### config.mk
export PLATFORM = sky130hd
export DESIGN_NAME = burst_col_seq
export DESIGN_NICKNAME = d
export VERILOG_FILES = /design/src/rtl/burst_pkg.sv /design/src/rtl/burst_cfg_decode.sv /design/src/rtl/burst_addr_gen.sv /design/src/rtl/burst_beat_ctrl.sv /design/src/rtl/burst_col_seq.sv
export SDC_FILE = /design/constraint.sdc
export NUM_CORES = 1
export LEC_CHECK = 0
export CAP_MARGIN = 20
export CORE_MARGIN = 2
export CORE_UTILIZATION = 59
export CTS_CLUSTER_SIZE = 12
export DETAILED_ROUTE_END_ITERATION = 16
export PLACE_DENSITY = 0.9
export SYNTH_ARGS = -nofsm -noshare
export SYNTH_HDL_FRONTEND = slang
export SYNTH_SLANG_ARGS = --single-unit
### constraint.sdc
create_clock -name clk -period 6.3 [get_ports clk]
set_clock_uncertainty 0.05 [all_clocks]
set_input_delay 0.945 -clock clk [delete_from_list [all_inputs] [get_ports clk]]
set_output_delay 0.945 -clock clk [all_outputs]
set_load 0.01 [all_outputs]
### src/rtl/burst_pkg.sv
package burst_pkg;

  typedef enum logic [2:0] {
    BLEN_1   = 3'd0,
    BLEN_2   = 3'd1,
    BLEN_4   = 3'd2,
    BLEN_8   = 3'd3,
    BLEN_ROW = 3'd4
  } blen_e;

  // device-width selector to column address width
  function automatic int col_width(input int dev_sel);
    case (dev_sel)
      0:       return 10;
      1:       return 9;
      default: return 8;
    endcase
  endfunction

endpackage

### src/rtl/burst_cfg_decode.sv
module burst_cfg_decode #(
  parameter int COL_W = 8
) (
  input  logic [2:0]       blen_i,
  input  logic             itlv_i,
  output logic [COL_W-1:0] mask_o,
  output logic             row_o,
  output logic             itlv_o,
  output logic             err_o
);
  import burst_pkg::*;

  always_comb begin
    row_o  = 1'b0;
    mask_o = '0;
    case (blen_i)
      BLEN_2:   mask_o = COL_W'(1);
      BLEN_4:   mask_o = COL_W'(3);
      BLEN_8:   mask_o = COL_W'(7);
      BLEN_ROW: begin
        mask_o = '1;
        row_o  = 1'b1;
      end
      default:  mask_o = '0;
    endcase
    itlv_o = itlv_i & ~row_o;
    err_o  = itlv_i & row_o;
  end

endmodule

### src/rtl/burst_addr_gen.sv
module burst_addr_gen #(
  parameter int COL_W = 8
) (
  input  logic [COL_W-1:0] base_i,
  input  logic [COL_W-1:0] mask_i,
  input  logic             itlv_i,
  input  logic [COL_W-1:0] beat_i,
  output logic [COL_W-1:0] col_o
);
  logic [COL_W-1:0] low;

  always_comb begin
    low   = itlv_i ? (base_i ^ beat_i) : (base_i + beat_i);
    col_o = (base_i & ~mask_i) | (low & mask_i);
  end

endmodule

### src/rtl/burst_beat_ctrl.sv
module burst_beat_ctrl #(
  parameter int COL_W = 8
) (
  input  logic             clk,
  input  logic             rst,
  input  logic             start_i,
  input  logic             stop_i,
  input  logic [COL_W-1:0] base_in,
  input  logic [COL_W-1:0] mask_in,
  input  logic             itlv_in,
  input  logic             row_in,
  output logic [COL_W-1:0] base_n,
  output logic [COL_W-1:0] mask_n,
  output logic             itlv_n,
  output logic [COL_W-1:0] beat_n,
  output logic             valid_n,
  output logic             valid_q,
  output logic             last_q,
  output logic             row_q,
  output logic [COL_W-1:0] mask_q
);
  logic [COL_W-1:0] base_q, beat_q;
  logic             itlv_q, row_n, last_n, advance;

  assign advance = valid_q & ~last_q;

  always_comb begin
    base_n  = base_q;
    mask_n  = mask_q;
    itlv_n  = itlv_q;
    row_n   = row_q;
    beat_n  = beat_q;
    valid_n = 1'b0;
    last_n  = 1'b0;
    if (start_i) begin
      base_n  = base_in;
      mask_n  = mask_in;
      itlv_n  = itlv_in;
      row_n   = row_in;
      beat_n  = '0;
      valid_n = 1'b1;
      last_n  = ~row_in & (mask_in == '0);
    end else if (advance) begin
      beat_n  = beat_q + COL_W'(1);
      valid_n = 1'b1;
      last_n  = row_q ? stop_i : (beat_n == mask_q);
    end
  end

  always_ff @(posedge clk) begin
    if (rst) begin
      base_q  <= '0;
      mask_q  <= '0;
      itlv_q  <= 1'b0;
      row_q   <= 1'b0;
      beat_q  <= '0;
      valid_q <= 1'b0;
      last_q  <= 1'b0;
    end else begin
      base_q  <= base_n;
      mask_q  <= mask_n;
      itlv_q  <= itlv_n;
      row_q   <= row_n;
      beat_q  <= beat_n;
      valid_q <= valid_n;
      last_q  <= last_n;
    end
  end


  last_needs_valid_chk: assert property (@(posedge clk) disable iff (rst)
    last_q |-> valid_q);


  burst_continues_chk: assert property (@(posedge clk) disable iff (rst)
    (valid_q && !last_q) |=> valid_q);


  burst_ends_chk: assert property (@(posedge clk) disable iff (rst)
    (valid_q && last_q && !start_i) |=> !valid_q);


  row_no_last_chk: assert property (@(posedge clk) disable iff (rst)
    (valid_q && !last_q && row_q && !start_i && !stop_i) |=> !last_q);

endmodule

### src/rtl/burst_col_seq.sv
module burst_col_seq #(
  parameter int DEV_W = 2,
  localparam int COL_W = burst_pkg::col_width(DEV_W)
) (
  input  logic             clk,
  input  logic             rst,
  input  logic             start_i,
  input  logic [COL_W-1:0] col_start_i,
  input  logic [2:0]       blen_i,
  input  logic             itlv_i,
  input  logic             stop_i,
  output logic [COL_W-1:0] col_o,
  output logic             valid_o,
  output logic             last_o,
  output logic             mode_err_o
);
  logic [COL_W-1:0] dec_mask, base_n, mask_n, beat_n, mask_q, col_n;
  logic             dec_row, dec_itlv, dec_err, itlv_n, valid_n, row_q;

  burst_cfg_decode #(.COL_W(COL_W)) u_dec (
    .blen_i (blen_i),
    .itlv_i (itlv_i),
    .mask_o (dec_mask),
    .row_o  (dec_row),
    .itlv_o (dec_itlv),
    .err_o  (dec_err)
  );

  burst_beat_ctrl #(.COL_W(COL_W)) u_ctrl (
    .clk     (clk),
    .rst     (rst),
    .start_i (start_i),
    .stop_i  (stop_i),
    .base_in (col_start_i),
    .mask_in (dec_mask),
    .itlv_in (dec_itlv),
    .row_in  (dec_row),
    .base_n  (base_n),
    .mask_n  (mask_n),
    .itlv_n  (itlv_n),
    .beat_n  (beat_n),
    .valid_n (valid_n),
    .valid_q (valid_o),
    .last_q  (last_o),
    .row_q   (row_q),
    .mask_q  (mask_q)
  );

  burst_addr_gen #(.COL_W(COL_W)) u_addr (
    .base_i (base_n),
    .mask_i (mask_n),
    .itlv_i (itlv_n),
    .beat_i (beat_n),
    .col_o  (col_n)
  );

  always_ff @(posedge clk) begin
    if (rst) begin
      col_o      <= '0;
      mode_err_o <= 1'b0;
    end else begin
      if (valid_n) col_o <= col_n;
      mode_err_o <= start_i & dec_err;
    end
  end


  upper_bits_hold_chk: assert property (@(posedge clk) disable iff (rst)
    (valid_o && !last_o && !row_q && !start_i)
      |=> ((col_o & ~mask_q) == ($past(col_o) & ~mask_q)));


  row_step_chk: assert property (@(posedge clk) disable iff (rst)
    (valid_o && !last_o && row_q && !start_i)
      |=> (col_o == $past(col_o) + COL_W'(1)));


  err_with_beat_chk: assert property (@(posedge clk) disable iff (rst)
    mode_err_o |-> valid_o);


  err_single_chk: assert property (@(posedge clk) disable iff (rst)
    (mode_err_o && !start_i) |=> !mode_err_o);

endmodule

==> impl_metrics.toml, run 1 <==
[routing]
wl_met2_um = 2090
wl_um = 4420
vias_per_cell = 5.64
wire_per_inst_um = 13.9
first_pass_iters = 4
dr.first_iter.drc_count = 120
remaining_drc_errors = 0
vias = 1794
drt-met1-wl_um = 2100
dr_wl_met3_um = 171
highest_layer = "met4"
drtAntennaViolNets = 0

[setup_path]
cp-start-kind = "primary input"
path_max_fanout = 22
cp_data_required_time_ps = 6480
r2r_cells = 12
r2r-start = "u_ctrl.beat_q[0]"
cp-end-kind = "flip-flop"
r2r_end = "col_o[7]"
setup.worst_path.class = "in -> reg"
critical_path.startpoint = "start_i"
crit_end = "col_o[7]"
ff2ff_setup_slack_ps = 3050
crit_arrival_ps = 4250

[timing]
finalSetupTns_ps = 0
setup_viol = 0
finalHoldViolations = 0
finalMaxSlewViolations = 0
post-route-min-period_ps = 4060
rsz0062_at_grt = "false"
fmax_ghz = 0.246
slew_headroom_pct = 36.2
tightest_slew_ps = 955
holdWs_ps = 412
period_share_pct = 64.5

[logic_synthesis]
yosysSeqAreaShare_pct = 35.5
synth_edf_count = 0
avgSynthCellArea_um2 = 8.38
synth_seq_cells = 37
ys_warn_count = 0
yosysUniqueCellTypes = 45
synth_nets = 274
syn-instance-count = 249
synth_ff_type = "dfxtp_1"
async_flop_share_pct = 0
syn-cell-area_um2 = 2090

[clocking]
hold_buffers = 0
cts.repair.resized = 0
path_clk_slew_ps = 100
clockBufferDepth = 2
clk_latency_ps = 330
cts_max_level = 2
numCtsBuffers = 5
ctsRootBufferMaster = "clkbuf_4"
cts_tree = "yes"
cts.sinks = 37
post-cts-setup-buffers = 0

[final_layout]
fin_cells = 318
num-fill-cells = 276
utilization_pct = 71.3
nets = 298
area_growth_pct = 15.0
antennaDiodeCount = 0
drive_gt1_share_pct = 6.99

[status]
status = "completed"

[floorplanning]
dieWidth_um = 63.5
fp.dieH_um = 63.5
fp.coreArea_um2 = 3360
row_count = 21
initial_utilization_pct = 62.0
die_area_um2 = 4030
pin_count = 27

[global_route]
grt_pass1_vias = 1664
antenna_found_initial = 0
grt_max_degree = 38
grt_first_pass_wirelength_um = 7500
grt.total_usage_pct = 23.5
grt_overflow = 0

[place]
dp.cells = 312
hpwl_um = 3260
place_congestion = 0.897
port_buffers = 26

[power]
peakVddDrop_mv = 0.152
power_uw = 449
p_per_area_nw_per_um2 = 187
leakage_uw = 0.000980

[run]
timing.max_cap.violations = 0

[worst_hold_path]
hp-class = "reg -> reg"
==> cell usage in the layout, fill, tap and decap left out, types with 2 or more instances in the layout <==
cell type / count
a211oi_1: 2
a21oi_1: 23
a22o_1: 2
buf_4: 2
clkbuf_4: 5
clkdlybuf4s50_1: 26
dfxtp_1: 37
ha_1: 8
inv_1: 8
mux2_2: 2
mux2i_1: 11
nand2_1: 18
nand3_1: 5
nor2_1: 38
nor2b_1: 9
nor3_1: 11
nor4_1: 2
o211ai_1: 5
o21a_1: 3
o21ai_0: 7
o22ai_1: 2
or2_2: 3
xnor2_1: 13
xor2_1: 10
==> state kept, by name, indices dropped and copies added, names as in the netlist <==
signal,cells
u_ctrl.valid_q,1
u_ctrl.base_q,8
u_ctrl.beat_q,8
u_ctrl.mask_q,8
u_ctrl.itlv_q,1
mode_err_o,1
col_o,8
u_ctrl.row_q,1
u_ctrl.last_q,1
==> per-layer routing <==
| metal | track usage, % | vias to the layer above |
|---|---|---|
| li1 | - | 905 |
| met2 | 37.0 | 41 |
| met5 | 0 | - |
| met4 | 8.15 | 0 |
| met3 | 5.00 | 8 |
| met1 | 32.0 | 840 |
==> per-stage QoR <==
| stage | worst slack [ps] | cell area (um2) |
|---|---|---|
| global route | 2080 | 2400 |
| finish | 2240 | 2400 |
| floorplan | 2870 | 2090 |
| detailed placement | 1930 | 2360 |
| CTS | 2290 | 2400 |
| global placement | 2040 | 2360 |
==> cells by family after synthesis <==
group | share of synthesized area [%]
AO/OA/AOI/OAI | 14.3
XOR/XNOR | 9.66
adder cells (fa/ha/maj) | 5.76
buffers and inverters | 4.62
flip-flops | 35.5
multiplexers | 7.08
AND/OR/NAND/NOR | 23.0
==> cell type report <==
class / count / area (um2) / area share (%)
timing repair buffer: 28 / 275 / 11.5
clock inverter: 1 / 5.00 / 0.209
inverter: 9 / 33.8 / 1.41
clock buffer: 5 / 37.5 / 1.56
multi-input combinational: 192 / 1250 / 52.1
sequential: 37 / 741 / 30.9
tap: 46 / 57.6 / 2.40
==> worst max-delay path, stage by stage <==
cell             delay, ps
clkdlybuf4s50_1       1100
mux2i_1                530
inv_1                  100
ha_1                   340
a211oi_1               340
o211ai_1               130
nand3_1                110
xnor2_1                 80
or3_1                  320
a32o_1                 250
==> report_power, final <==
group          leakage [uW]  switching (uW)  internal [uW]
Sequential         0.000303            6.52            245
Clock             0.0000269            71.9           38.7
Combinational      0.000651            44.7           41.9
Total              0.000980             123            326
==> worst min path at each step <==
stage,startpoint,endpoint,slack [ps],cells after the start
finish,col_o[0],col_o[0],410,2
global placement,col_o[0],col_o[0],390,2
detailed placement,col_o[4],col_o[4],400,2
global route,col_o[4],col_o[4],440,2
CTS,col_o[6],col_o[6],420,2
floorplan,u_ctrl.row_q,u_ctrl.row_q,400,2
==> synthesized netlist by cell type, drive strengths merged, types with 5 or more instances <==
cell type  count  area [um2]
nor2          38         143
dfxtp         37         741
a21oi         23         115
nand2         19        73.8
xnor2         13         114
nor3          12        65.1
mux2i         11         110
xor2          10        87.6
nor2b          9        56.3
buf            8        51.3
ha             8         100
inv            8        30.0
o21ai          7        35.0
nand3          5        25.0
o211ai         5        37.5
(Power assumes the default switching activity.)
==> run 2: changes to the inputs <==
- CORE_UTILIZATION: 59 -> 49
- PLACE_DENSITY: 0.9 -> 0.81
- clock period: 6.3 -> 3.7 ns (I/O delays scaled with it)
==> impl_metrics.toml, run 2 (synthesized netlist as in run 1, its figures left out) <==
[final_layout]
area_growth_pct = 17.9
antennaDiodeCount = 0
fin_cells = 326
mostFrequentLayoutCells = "nor2_1, dfxtp_1, clkdlybuf4s50_1"
seq_area_um2 = 741
drive_gt1_share_pct = 7.97
num-fill-cells = 329
utilization_pct = 60.6
multi_input_area_um2 = 1250
final_common_cell = "nor2_1"
nets = 300

[clocking]
path_clk_slew_ps = 70
numCtsBuffers = 5
ctsRootBufferMaster = "clkbuf_8"
clk_latency_ps = 290
cts.repair.resized = 0
cts.sinks = 37
hold_buffers = 0
cts_tree = "yes"
clockBufferDepth = 2
post-cts-setup-buffers = 0
cts_max_level = 2

[setup_path]
crit_arrival_ps = 3290
path_max_fanout = 6
slowest_stage = "dfxtp_1"
critPathTopFamily = "simple AND/OR/NAND/NOR gates"
crit_path_max_incr_delay_ps = 500
r2r_cells = 12
cp-start-kind = "flip-flop"
cp_data_required_time_ps = 3830
r2r-start = "u_ctrl.beat_q[0]"
crit_chain = "ha_1 > nand3_1 > nor3_1 > xnor2_1 > nor2_1 > ha_1 > a21oi_1 > o211ai_1 > nand3_1 > xnor2_1 > or3_1 > a32o_1"
r2r_end = "col_o[7]"
ff2ff_setup_slack_ps = 540
cp.buffers_inverters = 0
setup.worst_path.class = "reg -> reg"
cp-end-kind = "flip-flop"

[floorplanning]
fp.coreArea_um2 = 4060
dieWidth_um = 69.2
initial_utilization_pct = 51.4
fp.dieH_um = 69.2
row_count = 23
die_area_um2 = 4790
pin_count = 27

[routing]
remaining_drc_errors = 0
wl_um = 4460
first_pass_iters = 5
drtAntennaViolNets = 0
wire_per_inst_um = 13.7
vias = 1795
dr.first_iter.drc_count = 105
vias_per_cell = 5.51
dr_wl_met3_um = 233
drt-met1-wl_um = 1980
wl_met2_um = 2210
highest_layer = "met4"

[timing]
setup_ws_ps = 541
finalHoldViolations = 0
rsz0062_at_grt = "false"
tightest_slew_ps = 666
finalSetupTns_ps = 0
fmax_ghz = 0.317
finalMaxSlewViolations = 0
post-route-min-period_ps = 3160
slew_headroom_pct = 55.4
period_share_pct = 85.4
setup_viol = 0

[worst_hold_path]
hold_depth = 2
hp-class = "reg -> reg"
hold_end = "col_o[2]"
worstHoldStart = "col_o[2]"

[place]
dp.cells = 318
place_congestion = 0.917
port_buffers = 26
place_ws_ps = 360
hpwl_um = 3450

[power]
peakVddDrop_mv = 0.286
power_uw = 847
p_per_area_nw_per_um2 = 345
leakage_uw = 0.00101

[global_route]
grt_overflow = 0
antenna_found_initial = 0
grt_pass1_vias = 1621
grt.total_usage_pct = 19.1
grt_max_degree = 26
grt_first_pass_wirelength_um = 7440

[run]
timing.max_cap.violations = 0

[status]
status = "completed"
run 2: layer usage:
metal | track usage [%] | vias to the layer above
met5 | 0 | -
met4 | 7.19 | 0
met3 | 4.65 | 5
met2 | 31.0 | 50
met1 | 24.6 | 830
li1 | - | 910
run 2: where the power goes:
| group | leakage (uW) | total (uW) | switching [uW] | internal (uW) |
|---|---|---|---|---|
| sequential | 0.000303 | 428 | 10.6 | 417 |
| combinational | 0.000660 | 150 | 76.9 | 73.0 |
| clock | 0.0000450 | 269 | 139 | 130 |
| total | 0.00101 | 847 | 226 | 621 |
run 2: area by class of cell:
type	count	share of cell area (%)
Clock buffer	6	2.95
Multi-Input combinational cell	192	50.8
Sequential cell	37	30.1
Clock inverter	2	0.407
Tap cell	50	2.54
Inverter	9	1.37
Timing Repair Buffer	30	11.8
run 2: metrics by stage:
stage	area, um2	hold WS, ps
6_report	2460	403
5_1_grt	2460	427
4_1_cts	2460	408
3_5_place_dp	2380	395
3_3_place_gp	2380	394
2_1_floorplan	2090	400
run 2: worst min-delay path, delay by kind of cell (launching register included):
family	cells	cell delay [ps]
AO/OA/AOI/OAI	1	50
flip-flops	1	310
AND/OR/NAND/NOR	1	50
run 2: worst max path at each step:
stage | startpoint | endpoint | slack (ps) | depth (start not counted)
after floorplan | start_i | col_o[7] | 660 | 12
after global placement | start_i | col_o[7] | 420 | 11
after detailed placement | start_i | col_o[7] | 360 | 11
after CTS | u_ctrl.beat_q[0] | col_o[7] | 570 | 12
after global routing | u_ctrl.beat_q[0] | col_o[7] | 330 | 12
final | u_ctrl.beat_q[0] | col_o[7] | 540 | 12
==> run 3: changes to the inputs <==
- SKIP_CTS_REPAIR_TIMING: not set -> 1
==> results of run 3 <==
Same layout as run 2: the final DEF is identical, and so are final timing and power.
